[config.mk]
export PLATFORM = sky130hd
export DESIGN_NAME = ea_unit
export DESIGN_NICKNAME = d
export VERILOG_FILES = /design/src/rtl/ea_unit.sv
export SDC_FILE = /design/constraint.sdc
export NUM_CORES = 1
export LEC_CHECK = 0
export CAP_MARGIN = 20
export CORE_MARGIN = 10
export CORE_UTILIZATION = 53
export DETAILED_ROUTE_END_ITERATION = 7
export PLACE_DENSITY = 0.82
export REMOVE_ABC_BUFFERS = 1
export SKIP_LAST_GASP = 1
export SYNTH_ARGS = -nofsm -noshare
export SYNTH_HDL_FRONTEND = slang
export SYNTH_SLANG_ARGS = --single-unit
export TNS_END_PERCENT = 30
[constraint.sdc]
create_clock -name clk -period 3.75 [get_ports clk]
set_input_delay 0.75 -clock clk [delete_from_list [all_inputs] [get_ports clk]]
set_output_delay 0.75 -clock clk [all_outputs]
set_load 0.05 [all_outputs]
[src/rtl/ea_unit.sv]
module ea_unit #(
  parameter int unsigned DW = 8
) (
  input  logic            clk,
  input  logic            rst_n,
  input  logic            start,
  input  logic [3:0]      mode,
  input  logic [DW-1:0]   opnd_lo,
  input  logic [DW-1:0]   opnd_hi,
  input  logic [DW-1:0]   idx_x,
  input  logic [DW-1:0]   idx_y,
  input  logic [2*DW-1:0] pc,
  input  logic [DW-1:0]   mem_rdata,
  output logic [2*DW-1:0] mem_addr,
  output logic            mem_rd,
  output logic            busy,
  output logic            done,
  output logic [2*DW-1:0] ea,
  output logic            page_cross
);
  localparam int unsigned AW = 2 * DW;
  localparam logic [3:0] M_ZP = 4'd0, M_ZPX = 4'd1, M_ZPY = 4'd2, M_ABSX = 4'd4,
                         M_ABSY = 4'd5, M_IND = 4'd6, M_INDX = 4'd7, M_INDY = 4'd8,
                         M_REL = 4'd9;
  localparam logic [DW-1:0] ZPG = '0;

  typedef enum logic [1:0] {S_IDLE, S_LO, S_HI} st_t;
  st_t st;

  logic [3:0]    mode_q;
  logic [DW-1:0] y_q, lo_q;
  logic [AW-1:0] ptr_q;

  wire accept = start && (st == S_IDLE);
  wire is_ptr = (mode == M_IND) || (mode == M_INDX) || (mode == M_INDY);

  wire [DW:0]   sum_x = {1'b0, opnd_lo} + {1'b0, idx_x};
  wire [DW:0]   sum_y = {1'b0, opnd_lo} + {1'b0, idx_y};
  wire [AW-1:0] rel_t = pc + {{DW{opnd_lo[DW-1]}}, opnd_lo};

  logic [AW-1:0] d_ea;
  logic          d_cross;
  always_comb begin
    d_cross = 1'b0;
    case (mode)
      M_ZP:  d_ea = {ZPG, opnd_lo};
      M_ZPX: d_ea = {ZPG, sum_x[DW-1:0]};
      M_ZPY: d_ea = {ZPG, sum_y[DW-1:0]};
      M_ABSX: begin
        d_ea    = {opnd_hi + {{(DW-1){1'b0}}, sum_x[DW]}, sum_x[DW-1:0]};
        d_cross = sum_x[DW];
      end
      M_ABSY: begin
        d_ea    = {opnd_hi + {{(DW-1){1'b0}}, sum_y[DW]}, sum_y[DW-1:0]};
        d_cross = sum_y[DW];
      end
      M_REL: begin
        d_ea    = rel_t;
        d_cross = rel_t[AW-1:DW] != pc[AW-1:DW];
      end
      default: d_ea = {opnd_hi, opnd_lo};
    endcase
  end

  logic [AW-1:0] p_start;
  always_comb begin
    case (mode)
      M_INDX:  p_start = {ZPG, sum_x[DW-1:0]};
      M_INDY:  p_start = {ZPG, opnd_lo};
      default: p_start = {opnd_hi, opnd_lo};
    endcase
  end

  wire [DW:0]   iy      = {1'b0, lo_q} + {1'b0, y_q};
  wire          use_y   = (mode_q == M_INDY);
  wire [AW-1:0] f_ea    = use_y ? {mem_rdata + {{(DW-1){1'b0}}, iy[DW]}, iy[DW-1:0]}
                                : {mem_rdata, lo_q};
  wire          f_cross = use_y && iy[DW];

  assign mem_rd   = (st != S_IDLE);
  assign busy     = mem_rd;
  assign mem_addr = (st == S_HI) ? {ptr_q[AW-1:DW], ptr_q[DW-1:0] + {{(DW-1){1'b0}}, 1'b1}}
                                 : ptr_q;

  always_ff @(posedge clk or negedge rst_n) begin
    if (!rst_n) begin
      st         <= S_IDLE;
      mode_q     <= '0;
      y_q        <= '0;
      lo_q       <= '0;
      ptr_q      <= '0;
      ea         <= '0;
      page_cross <= 1'b0;
      done       <= 1'b0;
    end else begin
      done <= 1'b0;
      case (st)
        S_IDLE: if (accept) begin
          if (is_ptr) begin
            ptr_q  <= p_start;
            mode_q <= mode;
            y_q    <= idx_y;
            st     <= S_LO;
          end else begin
            ea         <= d_ea;
            page_cross <= d_cross;
            done       <= 1'b1;
          end
        end
        S_LO: begin
          lo_q <= mem_rdata;
          st   <= S_HI;
        end
        S_HI: begin
          ea         <= f_ea;
          page_cross <= f_cross;
          done       <= 1'b1;
          st         <= S_IDLE;
        end
        default: st <= S_IDLE;
      endcase
    end
  end
endmodule

==> flow_summary_export.csv <==
group,metric,value,unit
run_status,run_status,"finished, final reports clean",
sta,setup_violations,0,
drt,wire_per_inst,18.6,um
setup_path,crit_start,"idx_x[0]",
logic_synthesis,ys_top_cells_by_area,"dfrtp_1 28%, ha_1 11%, nand2_1 7.0%, xnor2_1 6.7%, o21ai_0 5.9%",
setup_path,timing_worst_setup_path_type,"input port to flip-flop",
global_routing,antenna_found_initial,0,
sta,setup_ws,0.0529,ns
global_routing,grt_usage,0.231,
sta,period_needed,3.70,ns
place,gp_congestion,0.935,
place,dp_hpwl,13400,um
logic_synthesis,post-synth-top-area-cell,"dfrtp_1",
logic_synthesis,yosysUniqueCellTypes,62,
place,post-place-ws,-0.534,ns
pwr,power.switching,1.16,mW
drt,avgViaCountPerCell,5.90,
layout,final_cell_mix,"95 x nand2_1, 90 x clkdlybuf4s50_1, 80 x buf_4",
logic_synthesis,yosys_warnings,0,
clocking,clockRootBuffer,"clkbuf_8",
layout,final_core_util,0.729,
clocking,clockBufferDepth,2,
layout,layout-drive-gt1-share,0.159,
setup_path,r2r-start,"lo_q[0]",
global_routing,grt_pass1_wl,26800,um
drt,vias,5296,
drt,drt_iter0_drc,408,
logic_synthesis,ys_seq_area_frac,0.277,
sta,fin_setup_tns,0,ns
layout,design_area,6770,um2
setup_path,required,3.96,ns
sta,max_freq,0.270,GHz
die,rows,35,
pwr,seqPwrFrac,0.313,
drt,drt_wl_total,16600,um
layout,area_delta_synth_final,33.5,%
setup_path,worst_setup_path_end_kind,"flip-flop",
logic_synthesis,async_reset_ff_frac,1.00,
clocking,cts_tree,"done",
pwr,pwr-share-comb,0.551,
logic_synthesis,synthFlopType,"dfrtp_1",
layout,final_common_cell,"nand2_1",
sta,clock_skew,0.00905,ns
logic_synthesis,synthCells,618,
die,die_h,118,um
setup_path,cp_slowest_cell,"clkdlybuf4s50_1",
global_routing,grt_pass1_vias,5253,
clocking,cts.sinks,56,
logic_synthesis,synth.avg_cell_area,8.20,um2
die,fp.dieW,118,um
pwr,power,2.65,mW
pwr,power.density,391,nW/um2
drt,first_pass_iters,7,
pwr,p_leak,3.06,nW
pwr,cell_internal_pwr,1.49,mW
setup_path,cp.arrival,3.91,ns
logic_synthesis,synth_edf_count,0,
sta,rsz0062_at_grt,"yes",
place,placed_cell_area,6600,um2
global_routing,overflow,0,
layout,final_nets,878,
sta,min_period_over_period,0.986,
sta,worstMarginPinSlew,0.960,ns
clocking,clk_latency,0.32,ns
clocking,numCtsBuffers,5,
place,dp_cells,888,
place,portBuffers,98,
layout,antenna_cells,0,
setup_path,cp_max_fo,2,
setup_path,critPathLaunchType,"input port",
sta,final_max_slew_viol_count,0,
pwr,p_sw_frac,0.439,
setup_path,cpPeakStageDelay,0.48,ns
logic_synthesis,syn_area,5070,um2
run,drv_cap,0,
drt,drc,0,
sta,whs,0.492,ns
logic_synthesis,synth_seq_cells,56,
clocking,htreeDepth,2,
setup_path,cpMostUsedCell,"ha_2",
setup_path,crit_chain,"clkdlybuf4s50_1 -> ha_2 -> inv_1 -> fa_2 -> nor2b_2 -> o21ai_2 -> o22ai_2 -> o41a_1 -> mux2_4 -> ha_2 -> ha_2 -> and3_4 -> and3_4 -> o21ai_0 -> a22o_1 -> a211oi_2 -> o21ai_1",
global_routing,grt_max_degree,43,
drt,ant_nets,0,
die,die_area,13900,um2
pwr,p_clk_frac,0.136,
setup_path,setup.worst_path.end,"ea[14]",
sta,relSlewSlack,0.360,
die,coreArea,9280,um2
worst_hold_path,hold_path.class,"flip-flop to flip-flop",
setup_path,rrSetupSlack,0.58,ns
die,start_util,0.546,
clocking,clk_pin_slew_worst_paths,0.11,ns
pwr,ir_worst_vdd,190,uV
sta,finalHoldViolations,0,
die,ios,99,
logic_synthesis,synth.top_cell.area_share,0.277,
setup_path,r2r_end,"ea[12]",
layout,final_cells,897,
setup_path,r2r_cells,16,
[critical path, delay by kind of cell]
kind | cells | cell delay [ns]
AOI/OAI and AO/OA | 7 | 1.04
adders and majority gates | 4 | 0.90
buffers and inverters | 2 | 0.54
muxes | 1 | 0.16
and+or+nand+nor | 3 | 0.51
[power by group through the flow]
stage | registers (mW) | logic (mW) | clock network, mW
floorplan | 1.00 | 0.700 | 0
global placement | 0.831 | 1.38 | 0
detailed placement | 0.837 | 1.43 | 0
CTS | 0.826 | 1.44 | 0.359
global route | 0.842 | 1.57 | 0.385
finish | 0.829 | 1.46 | 0.360
[sequential cells by signal, summed over array words and instances, names as in the netlist]
name	count
done	1
ea	16
lo_q	8
mode_q	4
page_cross	1
ptr_q	16
st	2
y_q	8
[cells in the mapped netlist, types with 4 or more instances]
cell type / n
nor2b_1: 8
nand4_1: 4
nand2_1: 95
a21oi_1: 33
a21o_1: 8
o21ai_0: 60
o41ai_1: 4
a22oi_1: 8
o22ai_1: 6
buf_4: 9
nor4b_1: 4
ha_1: 44
dfrtp_1: 56
a22o_1: 5
inv_1: 21
o21a_1: 4
buf_2: 4
nor2_1: 45
and3_1: 10
nor3_1: 10
nand3_1: 14
nand3b_1: 4
xnor2_1: 39
fa_1: 4
a211oi_1: 5
mux2_2: 10
a221oi_1: 7
xor2_1: 11
mux2i_1: 9
a31oi_1: 7
nand2b_1: 6
clkbuf_1: 18
[kinds of logic after synthesis]
group                    synth area share
buffers and inverters              0.0499
multiplexers                       0.0400
AO/OA/AOI/OAI                       0.220
flip-flops                          0.277
XOR/XNOR                           0.0909
AND/OR/NAND/NOR                     0.198
adder cells (fa/ha/maj)             0.124
[layout make-up]
class                           instances  area [um2]
Clock inverter                          1        7.51
Fill cell                             734        2520
Tap cell                              129         161
Inverter                               22        82.6
Sequential cell                        56        1400
Timing Repair Buffer                  175        1550
Multi-Input combinational cell        507        3480
Clock buffer                            7        86.3
[layer usage]
layer | up-vias | global-route usage | wire length (um)
met1 | 2505 | 0.290 | 6950
met4 | 0 | 0.0719 | 401
li1 | 2525 | - | -
met5 | - | 0 | 0
met2 | 231 | 0.396 | 8160
met3 | 35 | 0.0365 | 1140
[how the worst min path moves through the flow]
stage                   start         to  slack, ns  depth (start not counted)
floorplan               rst_n       done       0.45                          0
global placement        ea[1]      ea[1]       0.46                          2
detailed placement  ptr_q[14]  ptr_q[14]       0.47                          2
CTS                 ptr_q[14]  ptr_q[14]       0.50                          2
global route         ptr_q[9]   ptr_q[9]       0.52                          2
finish              ptr_q[14]  ptr_q[14]       0.49                          2
[repair_timing]
| item | 4_1_cts | 5_1_grt |
|---|---|---|
| setup buffers | 0 | 1 |
| pin swaps | 2 | 4 |
| gates resized for setup | 13 | 11 |
| cloned | 0 | 0 |
| endpoints found under the setup margin | 4 | 4 |
| hold buffers | 0 | 0 |
Note: power is estimated with default switching activity, not from simulation.
